`src/rtl/tmrwd_pkg.sv`:
```
package tmrwd_pkg;
    localparam int CNT_W   = 8;
    localparam int PRE_W   = 8;
    localparam int RATIO_W = 3;
    localparam int MODE_W  = RATIO_W + 3;
    localparam int SH_W    = $clog2(PRE_W + 1);

    typedef struct packed {
        logic               src_pin;
        logic               fall_edge;
        logic               pre_wdt;
        logic [RATIO_W-1:0] ratio;
    } mode_t;

    localparam mode_t MODE_RST = mode_t'({MODE_W{1'b1}});

    // number of low prescaler bits that must roll over before a pulse passes
    function automatic logic [SH_W-1:0] div_shift(mode_t m);
        logic [SH_W-1:0] s;
        s = SH_W'(m.ratio);
        return m.pre_wdt ? s : s + 1'b1;
    endfunction
endpackage

```
`src/rtl/tmrwd_pin_edge.sv`:
```
module tmrwd_pin_edge (
    input  logic clk,
    input  logic rst,
    input  logic pin,
    output logic rise,
    output logic fall
);
    // [0] first sync flop, [1] second sync flop, [2] previous synced value
    logic [2:0] sh_q;

    always_ff @(posedge clk) begin
        sh_q <= {sh_q[1:0], pin};
    end

    assign rise = sh_q[1] & ~sh_q[2];
    assign fall = ~sh_q[1] & sh_q[2];


    rise_spacing_chk: assert property (@(posedge clk) disable iff (rst)
        rise |=> !rise);
endmodule

```
`src/rtl/tmrwd_prescale.sv`:
```
module tmrwd_prescale #(
    parameter int PRE_W = 8
) (
    input  logic                        clk,
    input  logic                        rst,
    input  logic                        clr,
    input  logic                        evt,
    input  logic [$clog2(PRE_W+1)-1:0]  shift,
    output logic                        fire
);
    logic [PRE_W-1:0] pre_q;
    logic [PRE_W-1:0] pre_nx;
    logic [PRE_W-1:0] mask;

    always_comb begin
        pre_nx = pre_q + 1'b1;
        mask   = '0;
        for (int i = 0; i < PRE_W; i++) begin
            if (i < int'(shift)) mask[i] = 1'b1;
        end
    end

    assign fire = evt & ~clr & ((pre_nx & mask) == '0);

    always_ff @(posedge clk) begin
        if (rst || clr)  pre_q <= '0;
        else if (evt)    pre_q <= pre_nx;
    end


    clr_empty_chk: assert property (@(posedge clk) disable iff (rst)
        clr |=> (pre_q == '0));

    idle_hold_chk: assert property (@(posedge clk) disable iff (rst)
        (!evt && !clr) |=> $stable(pre_q));
endmodule

```
`src/rtl/tmrwd_wdt_base.sv`:
```
module tmrwd_wdt_base #(
    parameter int WDT_BITS = 8
) (
    input  logic clk,
    input  logic rst,
    input  logic clr,
    input  logic tick,
    output logic ovf
);
    logic [WDT_BITS-1:0] base_q;

    always_ff @(posedge clk) begin
        if (rst || clr) base_q <= '0;
        else if (tick)  base_q <= base_q + 1'b1;
    end

    assign ovf = tick & ~clr & (&base_q);


    clr_restart_chk: assert property (@(posedge clk) disable iff (rst)
        clr |=> !ovf);
endmodule

```
`src/rtl/tmrwd_core.sv`:
```
module tmrwd_core
    import tmrwd_pkg::*;
#(
    parameter int WDT_BITS = 8
) (
    input  logic              clk,
    input  logic              rst,
    input  logic              mode_we,
    input  logic [MODE_W-1:0] mode_wdata,
    input  logic              cnt_we,
    input  logic [CNT_W-1:0]  cnt_wdata,
    output logic [CNT_W-1:0]  cnt_rdata,
    input  logic              ext_pin,
    input  logic              wdt_en,
    input  logic              wdt_tick,
    input  logic              wdt_clear,
    output logic              wdt_rst
);
    mode_t            mode_q;
    logic [CNT_W-1:0] cnt_q;
    logic             pin_rise, pin_fall;
    logic             src_evt;
    logic             pre_evt, pre_clr, pre_fire;
    logic             wdt_ovf, wdt_final;
    logic             cnt_inc;
    logic             wdt_rst_q;

    always_ff @(posedge clk) begin
        if (rst)          mode_q <= MODE_RST;
        else if (mode_we) mode_q <= mode_t'(mode_wdata);
    end

    tmrwd_pin_edge u_edge (
        .clk  (clk),
        .rst  (rst),
        .pin  (ext_pin),
        .rise (pin_rise),
        .fall (pin_fall)
    );

    tmrwd_wdt_base #(.WDT_BITS(WDT_BITS)) u_wbase (
        .clk  (clk),
        .rst  (rst),
        .clr  (wdt_clear),
        .tick (wdt_tick),
        .ovf  (wdt_ovf)
    );

    always_comb begin
        if (mode_q.src_pin) src_evt = mode_q.fall_edge ? pin_fall : pin_rise;
        else                src_evt = 1'b1;
        pre_evt = mode_q.pre_wdt ? wdt_ovf : (src_evt & ~rst);
        pre_clr = cnt_we | (wdt_clear & mode_q.pre_wdt);
    end

    tmrwd_prescale #(.PRE_W(PRE_W)) u_pre (
        .clk   (clk),
        .rst   (rst),
        .clr   (pre_clr),
        .evt   (pre_evt),
        .shift (div_shift(mode_q)),
        .fire  (pre_fire)
    );

    assign cnt_inc   = ~rst & (mode_q.pre_wdt ? src_evt : pre_fire);
    assign wdt_final = mode_q.pre_wdt ? pre_fire : wdt_ovf;

    always_ff @(posedge clk) begin
        if (!rst) begin
            if (cnt_we)       cnt_q <= cnt_wdata;
            else if (cnt_inc) cnt_q <= cnt_q + 1'b1;
        end
    end

    always_ff @(posedge clk) begin
        if (rst) wdt_rst_q <= 1'b0;
        else     wdt_rst_q <= wdt_en & wdt_final;
    end

    assign cnt_rdata = cnt_q;
    assign wdt_rst   = wdt_rst_q;


    wrap_chk: assert property (@(posedge clk) disable iff (rst)
        (cnt_q == '1 && cnt_inc && !cnt_we) |=> (cnt_q == '0));

    cnt_load_chk: assert property (@(posedge clk) disable iff (rst)
        cnt_we |=> (cnt_q == $past(cnt_wdata)));

    undivided_chk: assert property (@(posedge clk) disable iff (rst)
        (mode_q.pre_wdt && src_evt && !cnt_we && !mode_we)
            |=> (cnt_q == CNT_W'($past(cnt_q) + 1'b1)));

    rst_pulse_chk: assert property (@(posedge clk) disable iff (rst)
        wdt_rst |=> !wdt_rst);

    rst_gated_chk: assert property (@(posedge clk) disable iff (rst)
        !wdt_en |=> !wdt_rst);
endmodule

```
`config.mk`:
```
export PLATFORM = sky130hd
export DESIGN_NAME = tmrwd_core
export DESIGN_NICKNAME = d
export VERILOG_FILES = /design/src/rtl/tmrwd_pkg.sv /design/src/rtl/tmrwd_pin_edge.sv /design/src/rtl/tmrwd_prescale.sv /design/src/rtl/tmrwd_wdt_base.sv /design/src/rtl/tmrwd_core.sv
export SDC_FILE = /design/constraint.sdc
export NUM_CORES = 1
export LEC_CHECK = 0
export ABC_AREA = 1
export BUFFER_PORTS_ARGS = -buffer_cell sky130_fd_sc_hd__buf_2
export CAP_MARGIN = 10
export CELL_PAD_IN_SITES_DETAIL_PLACEMENT = 1
export CELL_PAD_IN_SITES_GLOBAL_PLACEMENT = 2
export CORE_ASPECT_RATIO = 1.75
export CORE_MARGIN = 3
export CORE_UTILIZATION = 33
export CTS_CLUSTER_DIAMETER = 50
export DETAILED_ROUTE_END_ITERATION = 10
export PLACE_DENSITY_LB_ADDON = 0.15
export SLEW_MARGIN = 20
export SYNTH_ARGS = -nofsm -noshare
export SYNTH_HDL_FRONTEND = slang
export SYNTH_SLANG_ARGS = --single-unit
```
`constraint.sdc`:
```
create_clock -name clk -period 3.3 [get_ports clk]
set_clock_uncertainty 0.2 [all_clocks]
set_input_delay 0.33 -clock clk [delete_from_list [all_inputs] [get_ports clk]]
set_output_delay 0.33 -clock clk [all_outputs]
set_load 0.03 [all_outputs]
```
==> impl_metrics.env <==
export IMPL_clk_latency_ps=290
export IMPL_ys_seq_elements=34
export IMPL_worstPathRequired_ps=3020
export IMPL_synth_top_flop_cell="dfxtp_1"
export IMPL_tightest_slew_ps=745
export IMPL_htreeDepth=2
export IMPL_hp_class="in2reg"
export IMPL_synthArstFlopShare_pct=0
export IMPL_via_count=1663
export IMPL_cts_tree="yes"
export IMPL_drt_wirelength_per_cell_um=13.7
export IMPL_root_buffer="clkbuf_8"
export IMPL_drt_total_wl_mm=4.55
export IMPL_slew_headroom_pct=50.3
export IMPL_antenna_cells=0
export IMPL_drive_above_1_share_pct=16.1
export IMPL_placed_cells=324
export IMPL_power_density_mw_per_mm2=436
export IMPL_ys_warnings_count=0
export IMPL_grt_pass1_vias=1815
export IMPL_critPathLaunchType="flop"
export IMPL_antenna_left=0
export IMPL_rsz0062_at_grt="no"
export IMPL_io_buffers=30
export IMPL_path_max_fanout=8
export IMPL_start_util_pct=34.9
export IMPL_netlist_instances=245
export IMPL_arrival_ps=2340
export IMPL_cts_setup_buffers=0
export IMPL_finalInstanceArea_mm2=0.00207
export IMPL_status="finished clean"
export IMPL_stdcell_count=333
export IMPL_peakVddDrop_v=0.000213
export IMPL_grt_max_degree=18
export IMPL_setup_violations=0
export IMPL_dieWidth_um=61.5
export IMPL_via_per_inst=4.99
export IMPL_synth_edf_count=8
export IMPL_gp_congestion=0.841
export IMPL_clockBufferDepth=2
export IMPL_clk_pin_slew_ps=70
export IMPL_synth_seq_area_share_pct=42.7
export IMPL_period_share_pct=79.4
export IMPL_post_dp_hpwl_mm=3.78
export IMPL_synth_area_mm2=0.00178
export IMPL_slew_viol_final=0
export IMPL_cts_sinks=34
export IMPL_coreArea_mm2=0.00510
export IMPL_nFillCells=676
export IMPL_synth_avg_cell_area_um2=7.27
export IMPL_fmax_ghz=0.382
export IMPL_fp_dieH_um=103
export IMPL_critical_path_class="reg2reg"
export IMPL_syn_nets=271
export IMPL_grt_pass1_wl_mm=7.85
export IMPL_grt_overflow=0
export IMPL_drtPass1Iterations=4
export IMPL_placed_area_mm2=0.00197
export IMPL_maxCapViolCount=0
export IMPL_hold_viol=0
export IMPL_syn2layout_area_growth_pct=16.2
export IMPL_finalNetCount=304
export IMPL_fin_setup_tns_ps=0
export IMPL_synth_cell_types=25
export IMPL_min_period_ps=2620
export IMPL_grt_antenna_before_repair=0
export IMPL_die_area_mm2=0.00635
export IMPL_drc=0
export IMPL_rows=34
export IMPL_grt_usage_pct=16.7
export IMPL_ios=31
export IMPL_p_leak_nw=0.957
export IMPL_critPathCaptureType="flop"
export IMPL_cts_buffers=5
export IMPL_drtIter0Drc=23
[repair_timing]
action                    CTS  global route
hold endpoints to repair    1             0
hold buffers                1             0
gates resized for setup     0             0
[critical path: stages (launching register included)]
cell	delay (ps)
dfxtp_1	410
ha_1	290
inv_1	60
nand2_1	50
nand2_1	100
nand2_1	60
o21ai_0	190
nand2_1	90
nor2_2	100
nand4_1	100
a21oi_1	600
[metal layers]
layer,routed length [um],GRT usage (%),up-vias
li1,-,-,872
met1,1570,15.4,758
met2,2680,32.4,24
met3,147,3.23,9
met4,158,8.17,0
met5,0,0,-
[Yosys cell counts, drive strengths merged, types with 2 or more instances]
| cell type | instances | area share [%] |
|---|---|---|
| nand2 | 66 | 14 |
| inv | 31 | 7.0 |
| nand3 | 27 | 7.9 |
| dfxtp | 26 | 29 |
| a21oi | 20 | 5.6 |
| nor2 | 18 | 3.9 |
| o21ai | 17 | 4.8 |
| edfxtp | 8 | 13 |
| nand4 | 5 | 2.1 |
| nor3 | 5 | 1.4 |
| xor2 | 5 | 2.5 |
| ha | 4 | 2.8 |
| a211oi | 3 | 1.3 |
| clkbuf | 3 | 0.63 |
| a31oi | 2 | 0.70 |
| buf | 2 | 1.3 |
[layout make-up]
cell class	instances	area, um^2	area share [%]
clock buffer	6	82.6	3.99
clock inverter	2	12.5	0.604
inverter	31	124	5.98
multi-input combinational	175	863	41.7
sequential	34	761	36.7
tap	54	67.6	3.26
timing repair buffer	31	160	7.73
[cell families (layout without fill, tap and decap cells)]
| kind of cell | count (synthesis) | in the layout | synth area share [%] |
|---|---|---|---|
| buffers and inverters | 36 | 70 | 8.85 |
| AO/OA/AOI/OAI | 44 | 44 | 13.2 |
| AND/OR/NAND/NOR | 121 | 121 | 29.5 |
| XOR/XNOR | 6 | 6 | 2.95 |
| adder cells (fa/ha/maj) | 4 | 4 | 2.81 |
| flip-flops | 34 | 34 | 42.7 |
[where the power goes]
group          internal [mW]  leakage [nW]  total [mW]  switching [mW]
registers              0.446         0.289       0.462          0.0164
clock network          0.168        0.0472       0.326           0.158
logic                 0.0396         0.620       0.115          0.0756
[sequential cells by signal, summed over array words and instances (netlist names)]
register        cells
mode_q              6
wdt_rst             1
u_pre.pre_q         8
cnt_rdata           8
u_wbase.base_q      8
u_edge.sh_q         3
[cells in the final DEF, fill, tap and decap left out, drive strengths merged, types with 6 or more instances in the layout]
cell	Yosys	final
a21oi	20	20
buf	2	30
clkbuf	3	6
dfxtp	26	26
edfxtp	8	8
inv	31	31
nand2	66	66
nand3	27	27
nor2	18	18
o21ai	17	17
[worst paths after layout]
kind / start / end / slack, ps / cells after the start
max: mode_q[1]$_SDFFE_PP1P_ / cnt_rdata[6]$_DFFE_PP_ / 680 / 10
max reg2reg: mode_q[1]$_SDFFE_PP1P_ / cnt_rdata[6]$_DFFE_PP_ / 680 / 10
min: mode_wdata[2] / mode_q[2]$_SDFFE_PP1P_ / 50 / 3
min reg2reg: u_edge.sh_q[0]$_DFF_P_ / u_edge.sh_q[1]$_DFF_P_ / 130 / 0
[stage by stage]
stage | hold slack (ps) | worst slack (ps) | util (%) | total power [mW]
after floorplan | 110 | 1030 | - | 0.548
after global placement | 111 | 692 | 38.5 | 0.588
after detailed placement | 115 | 652 | 38.5 | 0.590
after CTS | 46.9 | 633 | 40.6 | 0.919
after global routing | 56.9 | 384 | 40.6 | 0.951
final | 49.7 | 680 | 40.6 | 0.903
Power figures use the tool's default switching activity.
